--- config.mk ---
export PLATFORM = sky130hd
export DESIGN_NAME = host_irq_regs
export DESIGN_NICKNAME = d
export VERILOG_FILES = /design/src/rtl/hpi_pkg.sv /design/src/rtl/hpi_addr_decode.sv /design/src/rtl/hpi_irq_ctrl.sv /design/src/rtl/hpi_read_mux.sv /design/src/rtl/host_irq_regs.sv
export SDC_FILE = /design/constraint.sdc
export NUM_CORES = 1
export LEC_CHECK = 0
export ABC_CLOCK_PERIOD_IN_PS = 1650
export CORE_ASPECT_RATIO = 1.75
export CORE_MARGIN = 5
export CORE_UTILIZATION = 30
export CTS_BUF_LIST = sky130_fd_sc_hd__clkbuf_4 sky130_fd_sc_hd__clkbuf_8 sky130_fd_sc_hd__clkbuf_16
export DETAILED_ROUTE_END_ITERATION = 10
export DONT_BUFFER_PORTS = 1
export GPL_TIMING_DRIVEN = 0
export PLACE_DENSITY = 0.46
export SYNTH_ARGS = -nofsm -noshare
export SYNTH_HDL_FRONTEND = slang
export SYNTH_SLANG_ARGS = --single-unit
--- constraint.sdc ---
create_clock -name clk -period 1.65 [get_ports clk]
set_clock_uncertainty 0.2 [all_clocks]
set_input_delay 0.165 -clock clk [delete_from_list [all_inputs] [get_ports clk]]
set_output_delay 0.165 -clock clk [all_outputs]
set_load 0.01 [all_outputs]
--- src/rtl/hpi_pkg.sv ---
package hpi_pkg;

    localparam int unsigned DATA_W   = 32;
    localparam int unsigned NUM_SEL  = 6;

    // select indices, one per decoded offset
    localparam int unsigned SEL_DESC_A = 0;
    localparam int unsigned SEL_DESC_B = 1;
    localparam int unsigned SEL_CTRL   = 2;
    localparam int unsigned SEL_STAT   = 3;
    localparam int unsigned SEL_SW_SET = 4;
    localparam int unsigned SEL_SW_CLR = 5;

    localparam logic [11:0] OFFSETS [NUM_SEL] = '{
        12'h028, 12'h02C, 12'h04C, 12'h050, 12'h1F0, 12'h1F4
    };

    // bit positions that steer the interrupt line
    localparam int unsigned RAISE_BIT   = 29;
    localparam int unsigned LOWER_BIT   = 16;
    localparam int unsigned CTRL_RO_BIT = 17;

    localparam logic [DATA_W-1:0] CTRL_FORCE = DATA_W'(1) << CTRL_RO_BIT;

    typedef logic [DATA_W-1:0] word_t;

    typedef struct packed {
        word_t desc_a;
        word_t desc_b;
        word_t ctrl;
        word_t status;
        word_t swirq;
        word_t rdata;
        logic  irq;
    } hpi_state_t;

endpackage

--- src/rtl/hpi_addr_decode.sv ---
module hpi_addr_decode
    import hpi_pkg::*;
#(
    parameter int unsigned ADDR_W = 12
) (
    input  logic [ADDR_W-1:0]  addr,
    output logic [NUM_SEL-1:0] hit
);

    for (genvar i = 0; i < NUM_SEL; i++) begin : g_hit
        assign hit[i] = (addr == ADDR_W'(OFFSETS[i]));
    end

endmodule

--- src/rtl/hpi_irq_ctrl.sv ---
module hpi_irq_ctrl
    import hpi_pkg::*;
(
    input  logic  wr_en,
    input  logic  hit_desc_b,
    input  logic  hit_ctrl,
    input  logic  hit_stat,
    input  logic  hit_set,
    input  logic  hit_clr,
    input  logic  bit_raise,
    input  logic  bit_lower,
    input  logic  irq_q,
    output logic  irq_d
);

    logic raise;
    logic lower;

    always_comb begin
        raise = wr_en & ((hit_desc_b & bit_raise) | hit_set);
        lower = wr_en & ((hit_ctrl & bit_lower)
                       | (hit_stat & (bit_lower | bit_raise))
                       | hit_clr);
        if (raise) begin
            irq_d = 1'b1;
        end else if (lower) begin
            irq_d = 1'b0;
        end else begin
            irq_d = irq_q;
        end
    end

endmodule

--- src/rtl/hpi_read_mux.sv ---
module hpi_read_mux
    import hpi_pkg::*;
(
    input  logic [NUM_SEL-1:0] hit,
    input  word_t              desc_a,
    input  word_t              desc_b,
    input  word_t              ctrl,
    input  word_t              status,
    input  word_t              swirq,
    output word_t              value
);

    always_comb begin
        value = '0;
        if (hit[SEL_DESC_A]) value = desc_a;
        if (hit[SEL_DESC_B]) value = desc_b;
        if (hit[SEL_CTRL])   value = ctrl | CTRL_FORCE;
        if (hit[SEL_STAT])   value = status;
        if (hit[SEL_SW_SET] || hit[SEL_SW_CLR]) value = swirq;
    end

endmodule

--- src/rtl/host_irq_regs.sv ---
module host_irq_regs
    import hpi_pkg::*;
#(
    parameter int unsigned ADDR_W = 12
) (
    input  logic              clk,
    input  logic              rst_n,
    input  logic [ADDR_W-1:0] addr,
    input  logic              wr_en,
    input  logic [31:0]       wr_data,
    input  logic              rd_en,
    output logic [31:0]       rd_data,
    output logic              irq
);

    hpi_state_t   st_d;
    hpi_state_t   st_q;
    logic [NUM_SEL-1:0] hit;
    word_t        rd_value;
    logic         irq_next;

    hpi_addr_decode #(.ADDR_W(ADDR_W)) u_decode (
        .addr (addr),
        .hit  (hit)
    );

    hpi_read_mux u_rmux (
        .hit    (hit),
        .desc_a (st_q.desc_a),
        .desc_b (st_q.desc_b),
        .ctrl   (st_q.ctrl),
        .status (st_q.status),
        .swirq  (st_q.swirq),
        .value  (rd_value)
    );

    hpi_irq_ctrl u_irq (
        .wr_en      (wr_en),
        .hit_desc_b (hit[SEL_DESC_B]),
        .hit_ctrl   (hit[SEL_CTRL]),
        .hit_stat   (hit[SEL_STAT]),
        .hit_set    (hit[SEL_SW_SET]),
        .hit_clr    (hit[SEL_SW_CLR]),
        .bit_raise  (wr_data[RAISE_BIT]),
        .bit_lower  (wr_data[LOWER_BIT]),
        .irq_q      (st_q.irq),
        .irq_d      (irq_next)
    );

    always_comb begin
        st_d       = st_q;
        st_d.irq   = irq_next;
        st_d.rdata = rd_en ? rd_value : '0;
        if (wr_en) begin
            if (hit[SEL_DESC_A]) st_d.desc_a = wr_data;
            if (hit[SEL_DESC_B]) st_d.desc_b = wr_data;
            if (hit[SEL_CTRL])   st_d.ctrl   = wr_data;
            if (hit[SEL_STAT])   st_d.status = wr_data;
            if (hit[SEL_SW_SET]) st_d.swirq  = st_q.swirq | wr_data;
            if (hit[SEL_SW_CLR]) st_d.swirq  = st_q.swirq & ~wr_data;
        end
    end

    always_ff @(posedge clk or negedge rst_n) begin
        if (!rst_n) begin
            st_q <= '0;
        end else begin
            st_q <= st_d;
        end
    end

    assign rd_data = st_q.rdata;
    assign irq     = st_q.irq;

endmodule

Word level (Yosys, flattened, before mapping)
Index checks and enable logic that the tools add are counted.
{"block": "word_totals", "register_bits": 193, "latch_bits": 0, "mem_bits_rw": 0, "mem_bits_ro": 0, "output_inout_bits": 33, "wordCells": 43, "n_memories": 0}
{"block": "classes", "add_sub_neg": 0, "n_mul": 0, "div": 0, "magnitude_cmp": 0, "eq_ne": 6, "shifts": 0, "mux": 10, "bitwise": 12, "n_reduce_logical": 8}
{"cell": "32-bit 2-to-1 mux", "count": 8}
{"cell": "32-bit AND", "count": 1}
{"cell": "32-bit inverter", "count": 1}
{"cell": "32-bit OR", "count": 1}
{"cell": "12-bit by 6-bit equality test with 1-bit output (second input constant)", "count": 2}
{"cell": "12-bit by 7-bit equality test with 1-bit output (second input constant)", "count": 2}
{"cell": "12-bit by 9-bit equality test with 1-bit output (second input constant)", "count": 2}
{"cell": "2-bit AND reduction", "count": 5}
{"cell": "1-bit AND", "count": 5}
{"cell": "1-bit OR", "count": 4}
{"cell": "2-bit nonzero test", "count": 2}
{"cell": "1-bit 2-to-1 mux", "count": 2}
{"cell": "1-bit logical OR", "count": 1}

Depth between registers and ports, before layout
{"block": "logic_depth", "depth_word": 7, "mapped_depth": 6, "depth_no_buf": 4}

By module
A second synthesis with hierarchy kept.
{"block": "hier_totals", "cells_unflattened": 694, "hier_area_um2": 9323.9}
{"module": "host_irq_regs", "n_inst": 1, "cells_per_inst": 480, "area_each_um2": 7905.1, "seq_area_each_um2": 4829.6}
{"module": "hpi_read_mux", "n_inst": 1, "cells_per_inst": 190, "area_each_um2": 1272.5, "seq_area_each_um2": 0.0}
{"module": "hpi_addr_decode", "n_inst": 1, "cells_per_inst": 17, "area_each_um2": 107.6, "seq_area_each_um2": 0.0}
{"module": "hpi_irq_ctrl", "n_inst": 1, "cells_per_inst": 7, "area_each_um2": 38.8, "seq_area_each_um2": 0.0}

Least setup slack after synthesis
OpenSTA, ideal clock, no wires.
{"block": "synth_timing", "kind": "input -> register", "from": "input port addr[9]", "to": "register st_q[161] in the netlist's numbering", "arrival_time_ns": 1.805, "required_time_ns": 1.325, "setup_slack_ns": -0.480, "stages": 5, "path_buffers": 1, "cell_sequence": "nor3_1 > nand4_2 > nor3_2 > buf_4 > mux2_2"}
{"block": "synth_between", "elab_chain_cells": 2}
{"element": "from (decl)", "line_no": "host_irq_regs.sv:8", "source": "input logic [ADDR_W-1:0] addr,"}
{"element": "12-bit by 6-bit equality test with 1-bit output", "line_no": "hpi_addr_decode.sv:11", "source": "assign hit[i] = (addr == ADDR_W'(OFFSETS[i]));"}
{"element": "2-bit AND reduction (no source line)"}
{"element": "to (signal assigned)", "line_no": "host_irq_regs.sv:68", "source": "st_q <= st_d;"}
{"element": "to (decl)", "line_no": "host_irq_regs.sv:17", "source": "hpi_state_t st_q;"}
No other way between the ends.
A chain may end at the register's enable or synchronous reset.

Final worst setup path
{"block": "layout_timing", "from": "input port wr_data[16]", "to": "register st_q, in the netlist irq"}
{"block": "layout_between", "elab_chain_cells": 6, "elab_cells_between_ends": 7}
{"element": "from (decl)", "line_no": "host_irq_regs.sv:10", "source": "input logic [31:0] wr_data,"}
{"element": "1-bit OR", "line_no": "hpi_irq_ctrl.sv:22", "source": "| (hit_stat & (bit_lower | bit_raise))"}
{"element": "1-bit AND", "line_no": "hpi_irq_ctrl.sv:22"}
{"element": "1-bit OR *", "line_no": "hpi_irq_ctrl.sv:22"}
{"element": "1-bit OR *", "line_no": "hpi_irq_ctrl.sv:23", "source": "| hit_clr);"}
{"element": "1-bit AND *", "line_no": "hpi_irq_ctrl.sv:21", "source": "lower = wr_en & ((hit_ctrl & bit_lower)"}
{"element": "2-bit nonzero test (no source line) *"}
Mark *: on every way between the ends. The rest lies on a longest branch, timed or not.

==> metrics.md <==
| Metric | Value |
|---|---|
| Clock Path Buffers | 2 |
| CP startpoint kind | input pin |
| Worst min path class | in -> async |
| Die X | 140.0 um |
| CP Buf/Inv Count | 1 |
| Clock-pin transition on the worst setup and hold timing paths | 60 ps |
| RSZ-0062 raised after global routing | no |
| Post-DRT Antenna Nets | 0 |
| Net Count, Synth | 740 |
| Number of flops mapped to enable cells by yosys | 0 |
| TritonCTS clock tree | yes |
| Drt total wl | ~25,000 um |
| Die area | ~0.033 mm^2 |
| Global-route wire length before repair | 39,220 um |
| Yosys cell types | 45 |
| R2r setup slk | 210 ps |
| Relative slew slack | 53.97% |
| FP Rows | 83 |
| Synthesized flop and latch total | between 150 and 200 |
| # setup viols final | 1 |
| Grt ovf | 0 |
| Seq/Total Area, Yosys | 54.17% |
| Worst skew pair latency | 440 ps |
| Critical path fanouts, max | 6 |
| Pwr Total | 9.078 mW |
| Crit. End Element | flip-flop |
| Failing checks | negative hold slack, negative setup slack |
| Synth Area in Simple Gates | 7.744% |
| PwrDens | roughly 860 mW/mm^2 |
| Ports | 81 |
| Sequential power share | 52.1% |
| Die Span Y | 237.5 um |
| Fillers | 2,894 |
| Routability cong. | 0.8200 |
| Gr usage total | between 15 and 20% |
| Post-synth ARST share | 100.0% |
| Initial Util | 30.29% |
| Cell Area, Synth | 0.008870 mm^2 |
| CP Data Required Time | about 1800 ps |
| Final Hold Vio Count | just under 200 |
| Xor and xnor area share after synthesis | 0% |
| Max Cap Viol | 0 |
| Syn_area_per_cell | 12.82 um^2 |
| Hold Slack | -772.2 ps |
| P&R area growth vs syn | 19.13% |
| Initial DRC count | 376 |
| Reg-to-reg critical path startpoint | st_q[182] |
| IO buf count | 0 |
| Multiplexer share of the synthesized area | about a quarter |
| Worst-path cell with the longest stage delay | dlygate4sd3_1 |
| Main combinational cell family by area after synthesis | multiplexers |
| Delay-heaviest family, CP | compound AO/OA/AOI/OAI gates |
| # clock sinks | 192 |
| Tightest Pin Transition | 690.5 ps |
| Clock network fraction of total power | 43.9% |
| Crit path from | wr_data[16] |
| Cells after synthesis | about 700 |
| Core area | approximately 0.029 mm^2 |
| F_max | 0.6012 GHz |
| Worst setup margin | -13.23 ps |
| Root Driver | clkbuf_16 |
| Cts bufs inserted | 17 |
| Vias | 5,880 |
| DR vias/cell | 5.126 |
| Leak | 5.049 nW |
| Synth Flop Type | dfrtp_1 |
| Pre-CTS setup slack | -750.9 ps |
| Critical-path cell list | dlygate4sd3_1 > o211ai_1 > a2111o_1 > a311o_1 |
| CP Data Arrival Time | 1790 ps |
| Adder-cell share of the synthesized area | 0% |
| NumNets Final | 800 |
| DRC Markers | 0 |
| CTS H-tree depth | 4 |
| Initial DRT Pass Iterations | 6 |
| Minimum clock period after layout | 1663 ps |
| HPWL after detailed placement | 17,100 um |
| Switching pwr | 1.977 mW |
| Worst path max stage delay | 700 ps |
| Largest net degree at the start of global routing | 193 |
| Cell-internal power | around 7.1 mW |
| CP Class | in -> reg |
| Final Max Tran Viols | 0 |
| Sw frac | 21.78% |
| Compound-gate portion of the synthesized area | under 10% |
| Routed len/inst | around 22 um |
| Worst VDD drop | 0.6736 mV |
| Yosys warns | 0 |
| Share of post-route cells with drive strength above 1 | approximately 36% |
| Initial antenna violation count | 1 |
| Vias in the first global route | 6,530 |
| Crit share post-route | 100.8% |
| Status | finished with violations |
| Combinational power share | roughly 3.9% |
## cell type report
| cell class | instances | area, um^2 | area share (%) |
|---|---|---|---|
| flip-flops and latches | 192 | 4805 | 45.47 |
| multi-input cells | 420 | 3740 | 35.39 |
| plain buffers | 75 | 568.0 | 5.376 |
| clock buffers | 24 | 496.7 | 4.701 |
| well taps | 382 | 478.0 | 4.523 |
| repair buffers | 43 | 405.4 | 3.837 |
| clock inverters | 7 | 60.06 | 0.5684 |
| inverters | 3 | 11.26 | 0.1066 |
| diodes | 1 | 2.502 | 0.02368 |
## cells in the mapped netlist (10+ instances only)
cell type  count  area share (%)
a32o_1        18             2.0
a32oi_1       13             1.3
buf_2         14            0.79
buf_4         35             3.0
clkbuf_1      21            0.89
dfrtp_1      192              54
mux2_1        32             4.1
mux2_2       132              17
mux2i_1       26             2.9
nand2_1       41             1.7
nor2b_1       10            0.71
nor3_1        40             2.3
o21ai_0       41             2.3
## timing repair
item	CTS	global route
hold buffers	31	2
setup endpoints to repair	149	115
pin swaps	5	5
hold endpoints to repair	356	207
buffers inserted	7	3
gates resized for setup	21	16
## power groups by stage
stage                     Sequential, mW  Clock [mW]  Combinational [mW]
final                               4.73        3.99               0.357
after CTS                           4.73        4.13               0.346
after global placement              4.82           0               0.227
after floorplan                     4.82           0               0.154
after detailed placement            4.82           0               0.229
after global routing                4.73        4.32               0.380
## metrics by stage
| stage | TNS [ps] | hold slack, ps | area, um^2 | instances | util, % |
|---|---|---|---|---|---|
| finish | -13.23 | -772.2 | 10570 | 1147 | 36.08 |
| global route | 0 | -813.4 | 10570 | 1147 | 36.08 |
| CTS | 0 | -806.2 | 10500 | 1141 | 35.85 |
| detailed placement | -99680 | -319.4 | 9519 | 1074 | 32.50 |
| global placement | -100420 | -320.6 | 9519 | 1074 | 32.50 |
| floorplan | -36150 | -330.6 | 9041 | 692 | - |
## cells by family (layout without fill, tap and decap cells)
| family | Yosys count | count (layout) |
|---|---|---|
| AOI/OAI and AO/OA | 106 | 106 |
| muxes | 190 | 190 |
| buffers and inverters | 80 | 152 |
| other | 0 | 1 |
| DFF | 192 | 192 |
| and+or+nand+nor | 124 | 124 |
## placed cells by master (no fill, tap or decap), drive strengths merged, types with 2 or more instances in the layout
| cell type | n |
|---|---|
| dfrtp | 192 |
| mux2 | 164 |
| buf | 65 |
| clkbuf | 44 |
| nor3 | 43 |
| o21ai | 42 |
| nand2 | 41 |
| dlygate4sd3 | 33 |
| mux2i | 26 |
| a32o | 18 |
| a32oi | 13 |
| nor2b | 10 |
| o221ai | 8 |
| o211a | 8 |
| a221o | 6 |
| clkinv | 6 |
| nand3 | 6 |
| a21boi | 6 |
| nor2 | 5 |
| nor4b | 3 |
| inv | 3 |
| nand4 | 3 |
| and3 | 2 |
| or4b | 2 |
| or3 | 2 |
## metal layers
| metal | wire length (um) | track usage (%) |
|---|---|---|
| met1 | 9935 | 17.38 |
| met2 | 13750 | 28.29 |
| met3 | 865 | 3.845 |
| met4 | 467 | 4.790 |
| met5 | 0 | 0 |
## final timing paths
path / end / cells after the start
max reg2reg: rd_data[21] / 4
min: rd_data[25] / 0
min in group clk: irq / 2
max: irq / 4
max in group asynchronous: rd_data[18] / 0
min reg2reg: flip-flop / 1
No activity file was read; power rests on OpenSTA's default activity.
